==> src/rtl/trig_event_combiner.sv <==
module trig_event_combiner #(
  parameter int N_SRC = 16,
  parameter int SEL_W = 5
) (
  input  logic               clk,
  input  logic               rst_n,
  input  logic [N_SRC-1:0]   src_in,
  input  logic [N_SRC-1:0]   src_en,
  input  logic [2*N_SRC-1:0] edge_mode,
  input  logic [SEL_W-1:0]   reload_sel,
  output logic               event_o,
  output logic               reload_o
);

  logic [N_SRC-1:0] prev_q;
  logic             primed_q;
  logic [N_SRC-1:0] rise, fall, hit;
  logic             sel_hit, sel_en, sel_oor;

  assign rise = src_in & ~prev_q;
  assign fall = ~src_in & prev_q;

  for (genvar g = 0; g < N_SRC; g++) begin : g_det
    assign hit[g] = primed_q & ((edge_mode[2*g] & rise[g]) | (edge_mode[2*g+1] & fall[g]));
  end

  always_comb begin
    sel_hit = 1'b0;
    sel_en  = 1'b0;
    sel_oor = 1'b1;
    for (int i = 0; i < N_SRC; i++) begin
      if (reload_sel == SEL_W'(i)) begin
        sel_hit = hit[i];
        sel_en  = src_en[i];
        sel_oor = 1'b0;
      end
    end
  end

  always_ff @(posedge clk or negedge rst_n) begin
    if (!rst_n) begin
      prev_q   <= '0;
      primed_q <= 1'b0;
      event_o  <= 1'b0;
      reload_o <= 1'b0;
    end else begin
      prev_q   <= src_in;
      primed_q <= 1'b1;
      event_o  <= |(hit & src_en);
      reload_o <= sel_hit;
    end
  end


  reload_event_chk: assert property (@(posedge clk) disable iff (!rst_n)
    reload_o && $past(sel_en) |-> event_o);


  sel_range_chk: assert property (@(posedge clk) disable iff (!rst_n)
    $past(sel_oor) |-> !reload_o);


  mode_off_chk: assert property (@(posedge clk) disable iff (!rst_n)
    $past(edge_mode == '0) |-> !event_o && !reload_o);


  no_enable_chk: assert property (@(posedge clk) disable iff (!rst_n)
    $past(src_en == '0) |-> !event_o);


  warmup_chk: assert property (@(posedge clk) disable iff (!rst_n)
    !$past(primed_q) |-> !event_o && !reload_o);


  event_cause_chk: assert property (@(posedge clk) disable iff (!rst_n)
    event_o |-> $past(((src_in ^ prev_q) & src_en) != '0));

endmodule

==> config.mk <==
export PLATFORM = sky130hd
export DESIGN_NAME = trig_event_combiner
export DESIGN_NICKNAME = d
export VERILOG_FILES = /design/src/rtl/trig_event_combiner.sv
export SDC_FILE = /design/constraint.sdc
export NUM_CORES = 1
export LEC_CHECK = 0
export ABC_CLOCK_PERIOD_IN_PS = 1900
export CAP_MARGIN = 40
export CELL_PAD_IN_SITES_DETAIL_PLACEMENT = 0
export CELL_PAD_IN_SITES_GLOBAL_PLACEMENT = 1
export CORE_ASPECT_RATIO = 1.5
export CORE_MARGIN = 1.5
export CORE_UTILIZATION = 35
export DETAILED_ROUTE_END_ITERATION = 8
export DONT_BUFFER_PORTS = 1
export GPL_ROUTABILITY_DRIVEN = 0
export PLACE_DENSITY_LB_ADDON = 0.1
export SKIP_CTS_REPAIR_TIMING = 1
export SYNTH_ARGS = -nofsm -noshare
export SYNTH_HDL_FRONTEND = slang
export SYNTH_SLANG_ARGS = --single-unit
export TNS_END_PERCENT = 20
==> constraint.sdc <==
create_clock -name clk -period 1.9 [get_ports clk]
set_input_delay 0.095 -clock clk [delete_from_list [all_inputs] [get_ports clk]]
set_output_delay 0.095 -clock clk [all_outputs]
set_load 0.01 [all_outputs]
### After elaboration in Yosys (flattened, before gate mapping)

Cells that the tools add are included.

* add/sub/neg operators: 0
* multiply operators: 0
* reduce and logical (&&, ||, !) cells: 2
* equal/unequal tests: 15
* divide/modulo/power cells: 0
* bitwise gates (word level): 69
* magnitude comparators: 0
* shifts and indexed selects: 0
* muxes and demuxes: 16

Operator list (number)
* AND 1 bit: 48
* AND 16 bit: 3
* equality test 5 x 4 -> 1 bit (second input constant): 8
* inverter 16 bit: 2
* equality test 5 x 3 -> 1 bit (second input constant): 4
* two-way mux 1 bit: 16
* bitwise OR 1 bit: 16
* OR reduction 16 bit: 1
* equality test 5 x 2 -> 1 bit (second input constant): 2
* equality test 5 x 1 -> 1 bit (second input constant): 1
* logical NOT 5 bit: 1

* latch bits: 0
* memories kept: 0
* output and inout bits: 2
* bits in read-only memories: 0
* bits of input ports: 71
* bits in writable memories: 0
* register bits after elaboration: 19
* word-level logic and storage cells: 106

### Logic depth before layout (Yosys ltp)

* word-level depth: 21
* depth in mapped cells: 7
* depth with buffers taken out: 6

### Worst setup path before layout

OpenSTA, ideal clock, no wires.

* path type: flip-flop to flip-flop
* from: register primed_q
* to: register event_o
* period minus slack after synthesis: 1.389 ns
* buffers on the path: 1
* cell stages (with the launch flop): 7
* slack: 0.511 ns
* required time: 1.766 ns
* arrival: 1.255 ns
* path through: dfrtp_1 > inv_2 > buf_6 > a21oi_1 > a22o_1 > a2111oi_2 > o21ai_1

* word-level cells in the longest chain between the ends: 3
* elaborated cells between the ends (all ways): 18
* those cells by class: bitwise: 17; reduce/logical: 1

Ends and longest elaborated chain
* start, declared: line 16 `logic primed_q;`
* start signal, assigned: line 43 `primed_q <= 1'b0;`
* start signal, assigned: line 48 `primed_q <= 1'b1;`
* AND 1 bit: line 24 `assign hit[g] = primed_q & ((edge_mode[2*g] & rise[g]) | (edge_mode[2*g+1] & fall[g]));`
* AND 16 bit (*): line 49 `event_o <= |(hit & src_en);`
* OR reduction 16 bit (*): line 49
* end signal, assigned: line 49
* end, declared: line 11 `output logic event_o,`

Mark *: on every way between the ends. The rest lies on a longest branch, timed or not.

### Final worst setup path

Ends and elaborated chain as after synthesis.

==> results.sh <==
export IMPL_dp_cells=166
export IMPL_placed_area_um2=1250
export IMPL_crit_end="event_o"
export IMPL_cts_made_buffers=3
export IMPL_timing_rr_end="event_o"
export IMPL_power_frac_seq_pct=50.6
export IMPL_run_status="finished, final reports clean"
export IMPL_cp_start_kind="flop"
export IMPL_finalHoldViolations=0
export IMPL_ys_types=34
export IMPL_powerDensity_nw_per_um2=595
export IMPL_worst_setup_path_type="reg -> reg"
export IMPL_clock_tree_buffer_depth=2
export IMPL_port_buffers=0
export IMPL_post_route_period_util_pct=83.1
export IMPL_worstMarginPinSlew_ps=901
export IMPL_row_count=26
export IMPL_synth_area_leader_cell="dfrtp_1"
export IMPL_synth_edf_count=0
export IMPL_synth_commonest_cells="21 x nand3b_1, 19 x dfrtp_1, 17 x nand2_1"
export IMPL_intPower_mw=0.656
export IMPL_hold_class="in -> reg"
export IMPL_grt_max_degree=20
export IMPL_maxSlewViolCount=0
export IMPL_reg2reg_slack_ps=320
export IMPL_drive_gt1_share_pct=11.0
export IMPL_synthMostInstantiatedCell="nand3b_1"
export IMPL_die_h_um=75.1
export IMPL_async_flop_share_pct=100
export IMPL_htreeDepth=1
export IMPL_vias_per_cell=5.79
export IMPL_wl_per_cell_um=17.6
export IMPL_ir_worst_vdd_v=0.000307
export IMPL_antenna_found_initial=0
export IMPL_vias=1089
export IMPL_path_clk_slew_ps=70
export IMPL_cp_data_arrival_time_ps=1720
export IMPL_netlist_area_um2=1210
export IMPL_drv_cap=0
export IMPL_grt_pass1_wl_um=4800
export IMPL_clkPwrFrac_pct=33.1
export IMPL_fin_crit_ps=1580
export IMPL_antenna_cells=0
export IMPL_p_switching_mw=0.223
export IMPL_yosys_warnings=0
export IMPL_synth_area_leaders="dfrtp_1 39%, nand3b_1 13%, nand2_1 5.3%"
export IMPL_end_kind="flop"
export IMPL_cp_startpoint="primed_q"
export IMPL_cts_tree="built"
export IMPL_p_comb_share_pct=16.4
export IMPL_gr_total_overflow=0
export IMPL_finalClockSkew_ps=1.17
export IMPL_drt_first_pass_iters=4
export IMPL_start_util_pct=36.2
export IMPL_fin_cells=188
export IMPL_num_nets_final=218
export IMPL_synth_seq_cells=19
export IMPL_r2r_start="primed_q"
export IMPL_initialDrtViolationCount=13
export IMPL_cp_max_fo=13
export IMPL_dieArea_um2=3840
export IMPL_post_route_util_pct=44.0
export IMPL_first_global_vias=1077
export IMPL_fmax_mhz=633
export IMPL_syn_inst=126
export IMPL_hpwl_um=2460
export IMPL_switching_share_pct=25.4
export IMPL_synth_ff_type="dfrtp_1"
export IMPL_insertion_delay_ps=260
export IMPL_clock_sinks=19
export IMPL_p_leak_nw=0.567
export IMPL_rsz0062_at_grt="false"
export IMPL_cts_root_buf="clkbuf_8"
export IMPL_fp_coreArea_um2=3350
export IMPL_syn_avg_cell_area_um2=9.63
export IMPL_syn_nets=197
export IMPL_yosysSeqAreaShare_pct=39.2
export IMPL_reg2reg_depth=5
export IMPL_grt_usage_pct=17.0
export IMPL_cp_required_ps=2040
export IMPL_slew_headroom_pct=39.7
export IMPL_syn_to_final_growth_pct=21.5
export IMPL_routed_wl_um=3310
export IMPL_die_w_um=51.1
export IMPL_finalInstanceArea_um2=1480
export IMPL_drtAntennaViolNets=0
export IMPL_drc=0
export IMPL_ioPinCount=73
export IMPL_synth_top_area_share_pct=39.2
export IMPL_report_final_setup_viol=0
export IMPL_setup_tns_final_ps=0
## metal layers
| metal | GRT usage (%) | vias to the layer above | share of wire (%) |
|---|---|---|---|
| met5 | 0 | - | 0 |
| met4 | 8.11 | 0 | 1.7 |
| met3 | 4.17 | 5 | 8.2 |
| met2 | 30.3 | 50 | 53 |
| met1 | 18.7 | 506 | 37 |
| li1 | - | 528 | - |
## stage by stage
stage | hold WS, ps | worst slack [ps] | power (mW)
after floorplan | -201 | 511 | 0.542
after global placement | -200 | 360 | 0.558
after detailed placement | -200 | 313 | 0.559
after CTS | -485 | 294 | 0.854
after global routing | 72.2 | 169 | 0.927
final | 50.6 | 321 | 0.878
## final cells by class
cell class | count | area (um2)
fillers | 349 | 1880
multi-input cells | 101 | 703
well taps | 42 | 52.6
repair buffers | 19 | 188
clock buffers | 4 | 45.0
flip-flops and latches | 19 | 475
inverters | 3 | 11.3
## placed cells by master, fill, tap and decap left out, drive strengths merged, types with 2 or more instances in the layout
cell type | Yosys | final
inv | 3 | 3
nand3 | 3 | 3
nand2 | 17 | 17
o211ai | 8 | 8
nand4b | 2 | 2
a2111oi | 3 | 3
nand3b | 22 | 22
and3b | 5 | 5
dfrtp | 19 | 19
nor2 | 2 | 2
o31ai | 2 | 2
o21ai | 8 | 8
a32oi | 2 | 2
clkbuf | 0 | 4
and3 | 2 | 2
a211oi | 3 | 3
dlygate4sd3 | 0 | 18
a21oi | 11 | 11
nor2b | 3 | 3
## worst max-delay path, cell delays in order, from the launching register on
cell	delay, ps
dfrtp_1	450
inv_2	240
a21oi_1	100
a22o_1	250
a2111oi_2	320
o21ai_1	110
## logic make-up (layout without fill, tap and decap cells)
kind of cell | count (synthesis) | after routing | share of synthesized area [%]
buf+inv | 6 | 26 | 2.89
flops | 19 | 19 | 39.2
simple gates | 57 | 57 | 30.4
compound gates | 42 | 42 | 26.3
mux | 1 | 1 | 0.928
other cells | 1 | 1 | 0.309
## power by group through the flow
stage | registers (mW) | clock network [mW] | logic, mW
detailed placement | 0.452 | 0 | 0.107
global route | 0.447 | 0.319 | 0.162
finish | 0.444 | 0.290 | 0.144
floorplan | 0.447 | 0 | 0.0952
global placement | 0.451 | 0 | 0.107
CTS | 0.444 | 0.303 | 0.108
## worst min-delay path by stage
stage / start / endpoint / depth (start not counted)
6_report: src_en[4] / event_o / 2
5_1_grt: src_en[4] / event_o / 2
4_1_cts: rst_n / prev_q[10] / 0
3_5_place_dp: rst_n / prev_q[10] / 0
3_3_place_gp: rst_n / prev_q[10] / 0
2_1_floorplan: rst_n / event_o / 0
## state kept, by name, indices dropped and copies added (netlist names)
name      count
primed_q      1
event_o       1
reload_o      1
prev_q       16
(Power assumes the default switching activity.)
